## config.mk

```make
export PLATFORM = sky130hd
export DESIGN_NAME = sdram_act_sched
export DESIGN_NICKNAME = d
export VERILOG_FILES = /design/src/rtl/sched_pkg.sv /design/src/rtl/cyc_down_counter.sv /design/src/rtl/bank_tracker.sv /design/src/rtl/sdram_act_sched.sv
export SDC_FILE = /design/constraint.sdc
export NUM_CORES = 1
export LEC_CHECK = 0
export ABC_AREA = 1
export CORE_ASPECT_RATIO = 2
export CORE_MARGIN = 2
export CORE_UTILIZATION = 40
export CTS_CLUSTER_SIZE = 10
export DETAILED_ROUTE_END_ITERATION = 8
export DONT_BUFFER_PORTS = 1
export PLACE_DENSITY = 0.64
export SLEW_MARGIN = 20
export SYNTH_ARGS = -nofsm -noshare
export SYNTH_HDL_FRONTEND = slang
export SYNTH_SLANG_ARGS = --single-unit
```

## constraint.sdc

```tcl
create_clock -name clk -period 2.3 [get_ports clk]
set_input_delay 0.345 -clock clk [delete_from_list [all_inputs] [get_ports clk]]
set_output_delay 0.345 -clock clk [all_outputs]
set_load 0.005 [all_outputs]
```

## src/rtl/sched_pkg.sv

```systemverilog
package sched_pkg;
  typedef enum logic [1:0] {
    OP_ACT = 2'd0,
    OP_RD  = 2'd1,
    OP_WR  = 2'd2,
    OP_PRE = 2'd3
  } req_op_e;

  typedef enum logic [2:0] {
    CMD_NOP = 3'd0,
    CMD_ACT = 3'd1,
    CMD_RD  = 3'd2,
    CMD_WR  = 3'd3,
    CMD_PRE = 3'd4
  } cmd_e;

  // Whole cycles needed to cover a time limit, rounded up, never below one.
  function automatic int cyc_of(input int limit_ps, input int period_ps);
    int c;
    c = (limit_ps + period_ps - 1) / period_ps;
    return (c < 1) ? 1 : c;
  endfunction
endpackage

```

## src/rtl/cyc_down_counter.sv

```systemverilog
module cyc_down_counter #(
  parameter int LOAD_CYC = 3,
  localparam int CW = (LOAD_CYC < 2) ? 1 : $clog2(LOAD_CYC)
) (
  input  logic clk,
  input  logic rst_n,
  input  logic load,
  output logic ok
);
  logic [CW-1:0] cnt_q, cnt_d;

  always_comb begin
    cnt_d = cnt_q;
    if (load)
      cnt_d = CW'(LOAD_CYC - 1);
    else if (cnt_q != '0)
      cnt_d = cnt_q - 1'b1;
  end

  always_ff @(posedge clk or negedge rst_n) begin
    if (!rst_n) cnt_q <= '0;
    else        cnt_q <= cnt_d;
  end

  assign ok = (cnt_q == '0);
endmodule

```

## src/rtl/bank_tracker.sv

```systemverilog
module bank_tracker #(
  parameter int ROW_W   = 12,
  parameter int RCD_CYC = 3,
  parameter int RC_CYC  = 9
) (
  input  logic             clk,
  input  logic             rst_n,
  input  logic             act_fire,
  input  logic             pre_fire,
  input  logic             rw_fire,
  input  logic [ROW_W-1:0] act_row,
  output logic             is_open,
  output logic [ROW_W-1:0] open_row,
  output logic             rcd_ok,
  output logic             rc_ok
);
  logic open_d;

  always_comb begin
    open_d = is_open;
    if (act_fire)      open_d = 1'b1;
    else if (pre_fire) open_d = 1'b0;
  end

  always_ff @(posedge clk or negedge rst_n) begin
    if (!rst_n) is_open <= 1'b0;
    else        is_open <= open_d;
  end

  always_ff @(posedge clk or negedge rst_n) begin
    if (!rst_n)        open_row <= '0;
    else if (act_fire) open_row <= act_row;
  end

  cyc_down_counter #(.LOAD_CYC(RCD_CYC)) u_rcd (
    .clk(clk), .rst_n(rst_n), .load(act_fire), .ok(rcd_ok));

  cyc_down_counter #(.LOAD_CYC(RC_CYC)) u_rc (
    .clk(clk), .rst_n(rst_n), .load(act_fire), .ok(rc_ok));

  // Checker: independent count of cycles since this bank's last activate.
  localparam int SW = $clog2(RC_CYC + 1);
  logic [SW-1:0] since_act;
  always_ff @(posedge clk or negedge rst_n) begin
    if (!rst_n)                         since_act <= SW'(RC_CYC);
    else if (act_fire)                  since_act <= SW'(1);
    else if (int'(since_act) < RC_CYC)  since_act <= since_act + 1'b1;
  end

  AST_RW_NEEDS_OPEN: assert property (@(posedge clk) disable iff (!rst_n)
    rw_fire |-> is_open);
  AST_RW_AFTER_RCD: assert property (@(posedge clk) disable iff (!rst_n)
    rw_fire |-> (int'(since_act) >= RCD_CYC));
  AST_ACT_ON_CLOSED: assert property (@(posedge clk) disable iff (!rst_n)
    act_fire |-> !is_open);
  AST_ACT_AFTER_RC: assert property (@(posedge clk) disable iff (!rst_n)
    act_fire |-> (int'(since_act) >= RC_CYC));
endmodule

```

## src/rtl/sdram_act_sched.sv

```systemverilog
module sdram_act_sched
  import sched_pkg::*;
#(
  parameter int NUM_BANKS = 4,
  parameter int ROW_W     = 12,
  parameter int COL_W     = 9,
  parameter int TCK_PS    = 7000,
  parameter int TRCD_PS   = 20000,
  parameter int TRC_PS    = 60000,
  parameter int TRRD_PS   = 12000,
  localparam int BANK_W   = $clog2(NUM_BANKS)
) (
  input  logic              clk,
  input  logic              rst_n,
  input  logic              req_valid,
  input  logic [1:0]        req_op,
  input  logic [BANK_W-1:0] req_bank,
  input  logic [ROW_W-1:0]  req_row,
  input  logic [COL_W-1:0]  req_col,
  output logic              req_ready,
  output logic [2:0]        cmd_code,
  output logic [BANK_W-1:0] cmd_bank,
  output logic [ROW_W-1:0]  cmd_addr
);
  localparam int RCD_CYC = cyc_of(TRCD_PS, TCK_PS);
  localparam int RC_CYC  = cyc_of(TRC_PS, TCK_PS);
  localparam int RRD_CYC = cyc_of(TRRD_PS, TCK_PS);

  logic [NUM_BANKS-1:0] bk_open, bk_rcd_ok, bk_rc_ok;
  logic [ROW_W-1:0]     bk_row [NUM_BANKS];
  logic                 rrd_ok;
  logic                 grant, act_fire, pre_fire, rw_fire;
  req_op_e              op;
  cmd_e                 code_d;
  logic [ROW_W-1:0]     addr_d;

  assign op = req_op_e'(req_op);

  // Grant decision from bank state and timing windows.
  always_comb begin
    grant = 1'b0;
    if (req_valid) begin
      unique case (op)
        OP_ACT:       grant = !bk_open[req_bank] && bk_rc_ok[req_bank] && rrd_ok;
        OP_RD, OP_WR: grant = bk_open[req_bank] && (bk_row[req_bank] == req_row)
                              && bk_rcd_ok[req_bank];
        default:      grant = 1'b1;
      endcase
    end
  end

  assign req_ready = grant;
  assign act_fire  = grant && (op == OP_ACT);
  assign pre_fire  = grant && (op == OP_PRE);
  assign rw_fire   = grant && ((op == OP_RD) || (op == OP_WR));

  for (genvar b = 0; b < NUM_BANKS; b++) begin : g_bank
    logic hit;
    assign hit = (req_bank == BANK_W'(b));
    bank_tracker #(.ROW_W(ROW_W), .RCD_CYC(RCD_CYC), .RC_CYC(RC_CYC)) u_bank (
      .clk      (clk),
      .rst_n    (rst_n),
      .act_fire (act_fire && hit),
      .pre_fire (pre_fire && hit),
      .rw_fire  (rw_fire && hit),
      .act_row  (req_row),
      .is_open  (bk_open[b]),
      .open_row (bk_row[b]),
      .rcd_ok   (bk_rcd_ok[b]),
      .rc_ok    (bk_rc_ok[b])
    );
  end

  cyc_down_counter #(.LOAD_CYC(RRD_CYC)) u_rrd (
    .clk(clk), .rst_n(rst_n), .load(act_fire), .ok(rrd_ok));

  // Next command.
  always_comb begin
    code_d = CMD_NOP;
    addr_d = '0;
    if (grant) begin
      unique case (op)
        OP_ACT:  begin code_d = CMD_ACT; addr_d = req_row; end
        OP_RD:   begin code_d = CMD_RD;  addr_d = ROW_W'(req_col); end
        OP_WR:   begin code_d = CMD_WR;  addr_d = ROW_W'(req_col); end
        default: begin code_d = CMD_PRE; addr_d = '0; end
      endcase
    end
  end

  always_ff @(posedge clk or negedge rst_n) begin
    if (!rst_n) cmd_code <= CMD_NOP;
    else        cmd_code <= code_d;
  end

  always_ff @(posedge clk or negedge rst_n) begin
    if (!rst_n) begin
      cmd_bank <= '0;
      cmd_addr <= '0;
    end else if (grant) begin
      cmd_bank <= req_bank;
      cmd_addr <= addr_d;
    end
  end

  // Checker: cycles since any activate, for the cross-bank window.
  localparam int GW = $clog2(RRD_CYC + 1);
  logic [GW-1:0] since_any;
  always_ff @(posedge clk or negedge rst_n) begin
    if (!rst_n)                         since_any <= GW'(RRD_CYC);
    else if (act_fire)                  since_any <= GW'(1);
    else if (int'(since_any) < RRD_CYC) since_any <= since_any + 1'b1;
  end

  AST_ACT_AFTER_RRD: assert property (@(posedge clk) disable iff (!rst_n)
    act_fire |-> (int'(since_any) >= RRD_CYC));
  AST_IDLE_IS_NOP: assert property (@(posedge clk) disable iff (!rst_n)
    !req_ready |=> (cmd_code == 3'd0));
  AST_NO_GRANT_IDLE: assert property (@(posedge clk) disable iff (!rst_n)
    !req_valid |-> !req_ready);
  AST_PRE_AT_ONCE: assert property (@(posedge clk) disable iff (!rst_n)
    (req_valid && req_op == 2'd3) |-> req_ready);
endmodule

```

==> summary.txt, run 1 <==
STA
  • Layout Skew: 0.0118 ns
  • Fin. Hold Viols: 94
  • Post-layout min period: 2.29 ns
  • Relative max-transition margin: 0.565
  • Achievable frequency: 436 MHz
  • Hold Slack: -0.300 ns
  • Transition time at the pin with the least slew margin: 0.653 ns
  • Final Slew Violations: 0
  • Unrepaired setup endpoints after global routing: yes
  • # setup viols final: 0
  • Least setup slack across all paths after layout: 0.00595 ns
  • Final period util: 0.997

Logic synthesis
  • Warnings, synthesis: 0
  • Number of nets in the synthesized netlist: 728
  • Mapped Cells: 688
  • Per-instance average area after synthesis: 7.42 sq um
  • Mux share of post-synthesis cell area: 0
  • Synthesized-area fraction occupied by ao, oa, aoi and oai cells: 0.0416
  • Share of the synthesized netlist area taken by xor and xnor gates: 0.0120
  • Seq cells post-synth: 94
  • Dominant combinational cell family by area after synthesis: simple AND/OR/NAND/NOR gates
  • Simple-gate share of the synthesized area: 0.374
  • Sequential share of the synthesized area: 0.461
  • Unique masters post-synth: 26
  • Fraction of the mapped netlist area in adder cells: 0.0294
  • Area of the mapped netlist: 5110 sq um

Hold path
  • Class of the tightest hold or removal check: primary input to async pin

Routing
  • Detailed-route via count: 4590
  • Number of detailed-route iterations in the first pass: 8
  • Mean number of vias per cell: 5.33
  • DRC viols: 0
  • Number of antenna-violating nets in the routed design: 0
  • Overall routed net length: 14000 um
  • Number of design-rule violations left by the first detailed-router iteration: 413
  • Average routed wire per standard cell: 16.3 um

Power and ir drop
  • Relative contribution of sequential cells to total power: 0.424
  • PwrDens: 948 nW/um^2
  • Relative contribution of combinational cells to total power: 0.320
  • Switching power total: 1.98 mW
  • Clock share of power: 0.256
  • Internal power of the cells: 3.61 mW
  • Leakage: 3.24 nW
  • Peak supply drop: 0.482 mV
  • Sw Share: 0.354

Finish
  • Finished layout cell area: 5900 sq um
  • Number of filler cells placed in the layout: 1217
  • Number of antenna cells inserted: 0
  • Final Non-Filler Cells: 861
  • Fraction of layout instances using a drive strength above 1: 0.129
  • Storage cell area: 2350 sq um
  • Most common cell after layout, fill and taps aside: nand2_1
  • Layout Area Growth over Synthesis: 15.5%
  • Number of nets in the final layout: 746
  • Area of combinational cells with multiple inputs: 2410 sq um
  • Leading cell types in the layout, fill and taps excluded: nand2_1 (327), dfrtp_1 (94), inv_1 (53), nand4_1 (53), buf_4 (30)

Critical path
  • Slack of the worst reg-to-reg path: 0.15 ns
  • Crit path cell chain: inv_2, ha_4, inv_2, nand3_2, nand2_1, nor2_1, nand3_1, nor2_1, nand2_1, nor2_2, nand2_2, a21oi_4, buf_12
  • Worst setup SP type: flip-flop
  • Critical path fanouts, max: 8
  • Data arrival time of the worst path: 1.95 ns
  • Critical path class: flip-flop to output pin
  • Required time of the worst setup path: 1.96 ns
  • FF-to-FF End: g_bank[0].u_bank.open_row[3]
  • Worst r2r path cells: 17
  • Startpoint of the worst setup timing path: g_bank[1].u_bank.u_rcd.cnt_q[0]
  • Category of the worst setup path capture point: output pin
  • Startpoint of the most critical register-to-register path: g_bank[1].u_bank.u_rcd.cnt_q[0]
  • Worst path max stage delay: 0.39 ns
  • Cell with the largest stage delay on the worst path: dfrtp_1

Placement
  • Post-placement setup slack: 0.0623 ns
  • PortBufs: 0
  • Cell total after placement: 838
  • HPWL Detailed: 9750 um
  • Post-DP Area: 5450 sq um
  • Routability congestion estimate from global placement: 0.894

Outcome
  • Violated checks: hold timing
  • Run status: finished with violations

Clocking
  • TritonCTS clock tree: done
  • Clock-pin transition on the worst setup and hold timing paths: 0.07 ns
  • Master cell of the clock root buffer: clkbuf_16
  • Clk Latency, worst-skew pair: 0.35 ns
  • Sink Count: 94
  • Number of buffers created by CTS: 9
  • Maximum buffer depth of the clock tree: 2
  • Number of H-tree levels: 3

Floorplan
  • Top-level port count: 46
  • Standard-cell row count: 58
  • Placeable core region: 12600 sq um
  • Effective utilization at floorplan: 0.407
  • Horizontal die dimension: 83.9 um
  • DIE HEIGHT: 164 um
  • Die area: 13700 sq um

Run
  • Count of max-cap constraint violations: 0

Global route
  • Overall Global Routing Usage: 0.213
  • Initial antenna violation count: 0
  • Total overflow reported by the global router: 0
  • Number of global-route vias before repair: 4749
  • Global-route wire length before repair: 23200 um
  • Largest net degree at the start of global routing: 95
[synthesized netlist by cell type (all sizes together)]
| cell type | n | area, sq um |
|---|---|---|
| a21oi | 1 | 8.76 |
| buf | 25 | 150 |
| clkbuf | 8 | 30.0 |
| clkinv | 1 | 3.75 |
| dfrtp | 94 | 2350 |
| ha | 12 | 150 |
| inv | 63 | 239 |
| nand2 | 330 | 1250 |
| nand3 | 28 | 140 |
| nand3b | 1 | 7.51 |
| nand4 | 57 | 417 |
| nor2 | 20 | 87.6 |
| nor3 | 1 | 5.00 |
| o21ai | 39 | 195 |
| o221ai | 1 | 8.76 |
| xor2 | 7 | 61.3 |
[critical path: cells and delay by family, from the launching register on]
kind | cells | cell delay (ns)
buffers and inverters | 3 | 0.29
and+or+nand+nor | 8 | 0.62
DFF | 1 | 0.39
adders and majority gates | 1 | 0.14
AOI/OAI and AO/OA | 1 | 0.16
[area by class of cell]
cell class                      count  share of cell area
Sequential cell                    94               0.399
Multi-Input combinational cell    497               0.409
Clock buffer                        9              0.0382
Timing Repair Buffer               40              0.0713
Clock inverter                      7             0.00955
Tap cell                          150              0.0318
Inverter                           64              0.0412
[state kept, by name, summed over array words and instances (netlist names)]
register and flops:
g_bank.u_bank.open_row 48, g_bank.u_bank.u_rc.cnt_q 16, cmd_addr 12, g_bank.u_bank.u_rcd.cnt_q 8, g_bank.u_bank.is_open 4, cmd_code 3, cmd_bank 2, u_rrd.cnt_q 1
[routing by layer]
layer  wire length (um)  part of all wire  global-route usage  vias up
met3                691             0.049              0.0407       34
li1                   -                 -                   -     2223
met2               7510              0.54               0.382      145
met5                  0                 0                   0        -
met4                554             0.039               0.125        0
met1               5270              0.38               0.231     2188
[how the worst max path moves through the flow]
stage	depth (start not counted)	slack, ns	to
finish	13	0.006	req_ready
global route	10	-0.14	req_ready
CTS	13	-0.04	req_ready
detailed placement	13	0.06	g_bank[3].u_bank.u_rc.cnt_q[0]
global placement	13	0.10	g_bank[3].u_bank.u_rc.cnt_q[0]
floorplan	15	0.35	g_bank[1].u_bank.open_row[2]
[per-stage QoR]
stage | hold WS (ns) | utilization | setup TNS (ns) | total power [mW]
after floorplan | 0.0494 | - | 0 | 3.59
after global placement | 0.0542 | 0.434 | 0 | 3.90
after detailed placement | 0.0542 | 0.434 | 0 | 4.03
after CTS | -0.319 | 0.463 | -0.0411 | 5.54
after global routing | -0.323 | 0.470 | -0.177 | 6.05
final | -0.300 | 0.470 | 0 | 5.59
[power groups by stage]
stage / combinational (mW) / clock (mW) / sequential, mW
2_1_floorplan: 1.27 / 0 / 2.31
3_3_place_gp: 1.53 / 0 / 2.37
3_5_place_dp: 1.64 / 0 / 2.39
4_1_cts: 1.72 / 1.46 / 2.36
5_1_grt: 2.10 / 1.54 / 2.42
6_report: 1.79 / 1.43 / 2.37
[cells by family (layout without fill, tap and decap cells)]
family / after synthesis / in the layout
simple gates: 437 / 437
xor+xnor: 7 / 7
flops: 94 / 94
buf+inv: 97 / 120
compound gates: 41 / 41
fa+ha+maj: 12 / 12
[repair_timing]
action	in CTS	in global routing
hold endpoints to repair	94	94
pin swaps	3	8
gates cloned	1	0
setup endpoints to repair	1	46
buffers inserted	3	3
gates resized for setup	9	17
No activity file was read; power rests on OpenSTA's default activity.
==> run 2: changes to the inputs <==
--- a/config.mk
+++ b/config.mk
@@ -14,4 +14,5 @@
 export DONT_BUFFER_PORTS = 1
 export PLACE_DENSITY = 0.64
+export REMOVE_ABC_BUFFERS = 1
 export SLEW_MARGIN = 20
 export SYNTH_ARGS = -nofsm -noshare
==> constraint.sdc (replaced) <==
create_clock -name clk -period 2.3 [get_ports clk]
set_input_delay 0.23 -clock clk [delete_from_list [all_inputs] [get_ports clk]]
set_output_delay 0.23 -clock clk [all_outputs]
set_load 0.005 [all_outputs]
==> run 2 against run 1 <==
- sequential share of layout area increased by 0.83 points
- largest cell class unchanged
- critical path depth unchanged
- clock skew decreased by 0.0036 ns
- register-to-register slack improved by 0.02 ns
- cell count decreased by 1.3%
- clock power about the same
- the flow still finishes with violations (hold timing)
- die area unchanged
- utilization decreased by 0.96 points
- routed wire length decreased by 1.5%
- worst setup slack improved by 0.053 ns
==> summary.txt, run 2 (synthesis results as in run 1) <==
Outcome
  • Run status: finished with violations
  • Violated checks: hold timing

Clocking
  • Number of buffers inserted for hold repair after clock tree synthesis: 1
  • Sink Count: 94
  • Clk Latency, worst-skew pair: 0.34 ns
  • Maximum buffer depth of the clock tree: 2
  • Number of buffers created by CTS: 9
  • Clock-pin transition on the worst setup and hold timing paths: 0.07 ns
  • TritonCTS clock tree: done
  • Number of H-tree levels: 3
  • Master cell of the clock root buffer: clkbuf_16

Critical path
  • FF-to-FF End: g_bank[0].u_bank.open_row[11]
  • Worst path max stage delay: 0.39 ns
  • Worst setup SP type: flip-flop
  • Critical path class: flip-flop to output pin
  • Worst r2r path cells: 16
  • Category of the worst setup path capture point: output pin
  • Cell with the largest stage delay on the worst path: dfrtp_1
  • Crit path cell chain: inv_2, ha_2, inv_2, nand3_2, nand2_2, nor2_2, nand3_1, nor2_1, nand2_1, nor2_2, nand2_2, a21oi_4, buf_6
  • Startpoint of the most critical register-to-register path: g_bank[1].u_bank.u_rcd.cnt_q[0]
  • Data arrival time of the worst path: 2.01 ns
  • Slack of the worst reg-to-reg path: 0.17 ns
  • Startpoint of the worst setup timing path: g_bank[1].u_bank.u_rcd.cnt_q[0]
  • Required time of the worst setup path: 2.07 ns
  • Critical path fanouts, max: 5

Global route
  • Number of global-route vias before repair: 4569
  • Total overflow reported by the global router: 0
  • Initial antenna violation count: 0
  • M1 GR Usage: 0.238
  • Overall Global Routing Usage: 0.206
  • Global-route wire length before repair: 22500 um
  • Busiest layer in global routing: met2
  • Largest net degree at the start of global routing: 95
  • M2 GR Usage: 0.361
  • Met3 Resource Use GR: 0.0392

Power and ir drop
  • Leakage: 3.18 nW
  • PwrDens: 960 nW/um^2
  • Internal power of the cells: 3.61 mW
  • Relative contribution of sequential cells to total power: 0.426
  • Peak supply drop: 0.565 mV
  • Sw Share: 0.348
  • Relative contribution of combinational cells to total power: 0.316
  • Switching power total: 1.93 mW
  • Total Power Consumption: 5.55 mW
  • Clock share of power: 0.259

Finish
  • Fraction of layout instances using a drive strength above 1: 0.109
  • Area of combinational cells with multiple inputs: 2400 sq um
  • Storage cell area: 2350 sq um
  • Register containing the most flip-flops in the final layout: g_bank.u_bank.open_row
  • Final core utilization: 0.460
  • Layout Area Growth over Synthesis: 13.1%
  • Most common cell after layout, fill and taps aside: nand2_1
  • Number of nets in the final layout: 735
  • Number of antenna cells inserted: 0
  • Leading cell types in the layout, fill and taps excluded: nand2_1 (326), dfrtp_1 (94), inv_1 (54), nand4_1 (53), nand3_1 (27)
  • Number of filler cells placed in the layout: 1248
  • Registers with the highest flip-flop counts: g_bank.u_bank.open_row x48, g_bank.u_bank.u_rc.cnt_q x16, cmd_addr x12
  • Number of flip-flops in the largest register: 48
  • Final Non-Filler Cells: 850

STA
  • Achievable frequency: 446 MHz
  • Layout Skew: 0.00814 ns
  • Final period util: 0.974
  • Unrepaired setup endpoints after global routing: yes
  • Fin. Hold Viols: 94
  • Post-layout min period: 2.24 ns
  • Least setup slack across all paths after layout: 0.0590 ns
  • Relative max-transition margin: 0.570
  • Hold Slack: -0.417 ns
  • # setup viols final: 0
  • Transition time at the pin with the least slew margin: 0.646 ns
  • Final Slew Violations: 0

Routing
  • Detailed-route via count: 4598
  • Number of design-rule violations left by the first detailed-router iteration: 327
  • Number of antenna-violating nets in the routed design: 0
  • Number of detailed-route iterations in the first pass: 5
  • Average routed wire per standard cell: 16.3 um
  • Overall routed net length: 13800 um
  • DRC viols: 0
  • Mean number of vias per cell: 5.41

Floorplan
  • Top-level port count: 46
  • Horizontal die dimension: 83.9 um
  • DIE HEIGHT: 164 um
  • Effective utilization at floorplan: 0.407
  • Die area: 13700 sq um
  • Placeable core region: 12600 sq um
  • Standard-cell row count: 58

Hold path
  • Class of the tightest hold or removal check: primary input to async pin

Run
  • Count of max-cap constraint violations: 0

Placement
  • Post-placement setup slack: 0.0259 ns
  • Cell total after placement: 822
  • Routability congestion estimate from global placement: 0.845
  • HPWL Detailed: 8980 um
  • PortBufs: 0
[run 2: what timing repair did]
item | in CTS | in global routing
endpoints found under the hold margin | 95 | 94
buffers inserted | 3 | 6
setup endpoints to repair | 1 | 85
gates cloned | 1 | 1
gates resized for setup | 10 | 13
pin swaps | 9 | 11
[run 2: worst max path at each step]
stage / depth (start not counted) / to / slack [ns]
3_3_place_gp: 15 / g_bank[3].u_bank.u_rc.cnt_q[0] / 0.11
6_report: 13 / req_ready / 0.06
5_1_grt: 13 / req_ready / -0.05
3_5_place_dp: 15 / g_bank[2].u_bank.u_rc.cnt_q[0] / 0.03
2_1_floorplan: 10 / g_bank[0].u_bank.open_row[0] / -1.31
4_1_cts: 13 / req_ready / -0.02
[run 2: worst max-delay path: cells and delay by family (launching register included)]
family,cells,cell delay (ns)
AND/OR/NAND/NOR,8,0.65
flip-flops,1,0.39
buffers and inverters,3,0.26
adder cells (fa/ha/maj),1,0.18
AO/OA/AOI/OAI,1,0.18
[run 2: power by group through the flow]
stage	Sequential [mW]	Clock (mW)	Combinational (mW)
after floorplan	2.31	0	1.23
after global placement	2.35	0	1.48
after detailed placement	2.37	0	1.58
after CTS	2.35	1.45	1.65
after global routing	2.40	1.50	2.05
final	2.36	1.43	1.75
[run 2: through the flow]
stage / setup TNS [ns] / cell area [sq um]
after floorplan: -92.59 / 4930
final: 0 / 5780
after CTS: -0.0201 / 5640
after global placement: 0 / 5290
after global routing: -0.0514 / 5780
after detailed placement: 0 / 5290
[run 2: per-layer routing]
layer,vias up,wire length [um]
li1,2205,-
met1,2211,5500
met2,142,7080
met3,40,707
met4,0,530
met5,-,0
[run 2: final cells by class]
cell class | instances | share of cell area
Multi-Input combinational cell | 497 | 0.415
Sequential cell | 94 | 0.407
Timing Repair Buffer | 29 | 0.0535
Clock buffer | 11 | 0.0438
Inverter | 64 | 0.0420
Tap cell | 150 | 0.0325
Clock inverter | 5 | 0.00585
==> run 3: changes to the inputs <==
==> constraint.sdc (replaced) <==
create_clock -name clk -period 2.3 [get_ports clk]
set_input_delay 0.115 -clock clk [delete_from_list [all_inputs] [get_ports clk]]
set_output_delay 0.115 -clock clk [all_outputs]
set_load 0.005 [all_outputs]
==> run 3 against run 2 <==
- the run still ends with hold timing left
- critical endpoint unchanged
- sequential power about the same
- register-to-register slack lost 0.06 ns
- worst hold slack got worse by 0.13 ns
- largest cell class unchanged
- via count up 0.76%
- count of clock-buffer cells in the layout decreased by 1
- highest routed layer unchanged
- fmax barely moved
- total power rose by 3.4%
- clock power up 9.8%
- critical path depth rose by 1
- global-route usage is 0.83 points higher
- cell count is 1.3% higher
- first-iteration DRC count increased by 4.3%
==> summary.txt, run 3 (synthesis results as in run 1) <==
Outcome
  • Run status: finished with violations
  • Violated checks: hold timing

Finish
  • Fraction of layout instances using a drive strength above 1: 0.110
  • Number of nets in the final layout: 747
  • Most common cell after layout, fill and taps aside: nand2_1
  • Registers with the highest flip-flop counts: g_bank.u_bank.open_row x48, g_bank.u_bank.u_rc.cnt_q x16, cmd_addr x12
  • Number of flip-flops in the largest register: 48
  • Number of filler cells placed in the layout: 1215
  • Layout Area Growth over Synthesis: 16.4%
  • Number of antenna cells inserted: 0
  • Leading cell types in the layout, fill and taps excluded: nand2_1 (325), dfrtp_1 (94), nand4_1 (53), inv_1 (52), nand3_1 (26)
  • Final Non-Filler Cells: 861
  • Finished layout cell area: 5940 sq um
  • Register containing the most flip-flops in the final layout: g_bank.u_bank.open_row

STA
  • Least setup slack across all paths after layout: 0.0583 ns
  • Fin. Hold Viols: 94
  • Unrepaired setup endpoints after global routing: yes
  • Hold Slack: -0.547 ns
  • Final Slew Violations: 0
  • Final period util: 0.975
  • Post-layout min period: 2.24 ns
  • # setup viols final: 0
  • Layout Skew: 0.0104 ns
  • Relative max-transition margin: 0.564
  • Achievable frequency: 446 MHz
  • Transition time at the pin with the least slew margin: 0.654 ns

Hold path
  • Class of the tightest hold or removal check: primary input to async pin

Floorplan
  • Horizontal die dimension: 83.9 um
  • Die area: 13700 sq um
  • DIE HEIGHT: 164 um
  • Placeable core region: 12600 sq um
  • Top-level port count: 46
  • Standard-cell row count: 58
  • Effective utilization at floorplan: 0.407

Critical path
  • Critical path class: flip-flop to output pin
  • Cell with the largest stage delay on the worst path: dfrtp_1
  • FF-to-FF End: g_bank[1].u_bank.open_row[10]
  • Worst r2r path cells: 16
  • Destination of the critical timing path: req_ready
  • Required time of the worst setup path: 2.18 ns
  • Worst setup SP type: flip-flop
  • Slack of the worst reg-to-reg path: 0.11 ns
  • Worst path max stage delay: 0.39 ns
  • Number of logic stages on the critical path including buffering: 14
  • Startpoint of the most critical register-to-register path: g_bank[0].u_bank.u_rcd.cnt_q[0]
  • Startpoint of the worst setup timing path: g_bank[0].u_bank.u_rcd.cnt_q[0]
  • Category of the worst setup path capture point: output pin
  • Buffer and inverter count on the worst path: 4
  • Dominant delay contributor by cell family on the critical path: simple AND/OR/NAND/NOR gates
  • Data arrival time of the worst path: 2.13 ns
  • Crit path cell chain: inv_2, ha_4, inv_2, nand2_1, nand2_1, nor2_2, nand3_1, nor2_1, nand2_1, nor2_2, nand2_2, a21oi_4, buf_12, buf_6
  • Crit-path most repeated cell: nand2_1
  • Critical path fanouts, max: 4

Routing
  • Number of design-rule violations left by the first detailed-router iteration: 341
  • Overall routed net length: 14400 um
  • DRC viols: 0
  • Mean number of vias per cell: 5.38
  • Wl on met1: 5620 um
  • Number of detailed-route iterations in the first pass: 4
  • Met3 wire length: 638 um
  • Number of antenna-violating nets in the routed design: 0
  • Detailed-route via count: 4633
  • Amount of wire on met2 after detailed routing: 7540 um
  • Top routing layer in use: met4
  • Average routed wire per standard cell: 16.7 um

Placement
  • Routability congestion estimate from global placement: 0.828
  • HPWL Detailed: 8980 um
  • Cell total after placement: 823
  • PortBufs: 0
  • Post-DP Area: 5310 sq um
  • Post-placement setup slack: 0.0438 ns

Clocking
  • Number of buffers created by CTS: 9
  • Master cell of the clock root buffer: clkbuf_16
  • Number of H-tree levels: 3
  • Clk Latency, worst-skew pair: 0.35 ns
  • Maximum buffer depth of the clock tree: 2
  • Clock-pin transition on the worst setup and hold timing paths: 0.07 ns
  • Number of buffers inserted for hold repair after clock tree synthesis: 14
  • TritonCTS clock tree: done
  • Sink Count: 94

Power and ir drop
  • Leakage: 3.25 nW
  • PwrDens: 965 nW/um^2
  • Peak supply drop: 0.519 mV

Global route
  • Total overflow reported by the global router: 0
  • Global-route wire length before repair: 23200 um
  • Number of global-route vias before repair: 4696
  • Largest net degree at the start of global routing: 95
  • Initial antenna violation count: 0
  • Overall Global Routing Usage: 0.215

Run
  • Count of max-cap constraint violations: 0
run 3: cell count changes in the layout (fill, tap and decap cells not counted), moves of 2 or more:
cell,delta
bufinv_16,+2
clkbuf_8,-2
clkinvlp_4,-2
dlygate4sd3_1,+13
inv_1,-2
nor2_2,+2
nor2_4,-2
run 3: worst register-to-register path: stages, from the launching register on:
cell,delay (ns)
dfrtp_1,0.39
inv_2,0.08
ha_4,0.13
inv_2,0.05
nand2_1,0.06
nand2_1,0.06
nor2_2,0.09
nand3_1,0.07
nor2_1,0.10
nand2_1,0.07
nor2_2,0.12
nand2_2,0.11
a21oi_4,0.22
buf_4,0.15
bufbuf_16,0.25
nand4_1,0.07
nand2_1,0.10
run 3: timing repair:
action,CTS,global route
gates cloned,1,0
pin swaps,5,13
setup buffers,3,5
endpoints found under the setup margin,1,83
endpoints found under the hold margin,150,94
resized for setup,9,17
run 3: stage by stage:
step / power (mW) / TNS, ns / utilization
6_report: 5.73 / 0 / 0.473
5_1_grt: 6.12 / -2.10 / 0.473
4_1_cts: 5.65 / 0 / 0.465
3_5_place_dp: 3.97 / 0 / 0.423
3_3_place_gp: 3.86 / 0 / 0.423
2_1_floorplan: 3.54 / -81.66 / -
run 3: power breakdown:
group	leakage (nW)	switching (mW)	internal, mW
Sequential	1.21	0.263	2.10
Combinational	1.88	1.05	0.756
Clock	0.152	0.624	0.941
run 3: cell type report:
cell class / instances / area (sq um) / area share
timing repair buffer: 41 / 447 / 0.0751
clock buffer: 10 / 229 / 0.0385
clock inverter: 5 / 75.1 / 0.0126
inverter: 64 / 245 / 0.0413
sequential: 94 / 2350 / 0.396
multi-input combinational: 497 / 2410 / 0.405
tap: 150 / 188 / 0.0316
run 3: layer usage:
| layer | global-route usage | up-vias |
|---|---|---|
| li1 | - | 2232 |
| met1 | 0.234 | 2244 |
| met2 | 0.394 | 128 |
| met3 | 0.0377 | 29 |
| met4 | 0.108 | 0 |
| met5 | 0 | - |
run 3: how the worst min path moves through the flow:
stage,slack (ns),end
after floorplan,-0.18,cmd_addr[0]
after global placement,-0.18,g_bank[3].u_bank.open_row[1]
after detailed placement,-0.18,g_bank[3].u_bank.open_row[1]
after CTS,-0.55,g_bank[3].u_bank.open_row[1]
after global routing,-0.55,g_bank[1].u_bank.open_row[1]
final,-0.55,g_bank[1].u_bank.open_row[7]
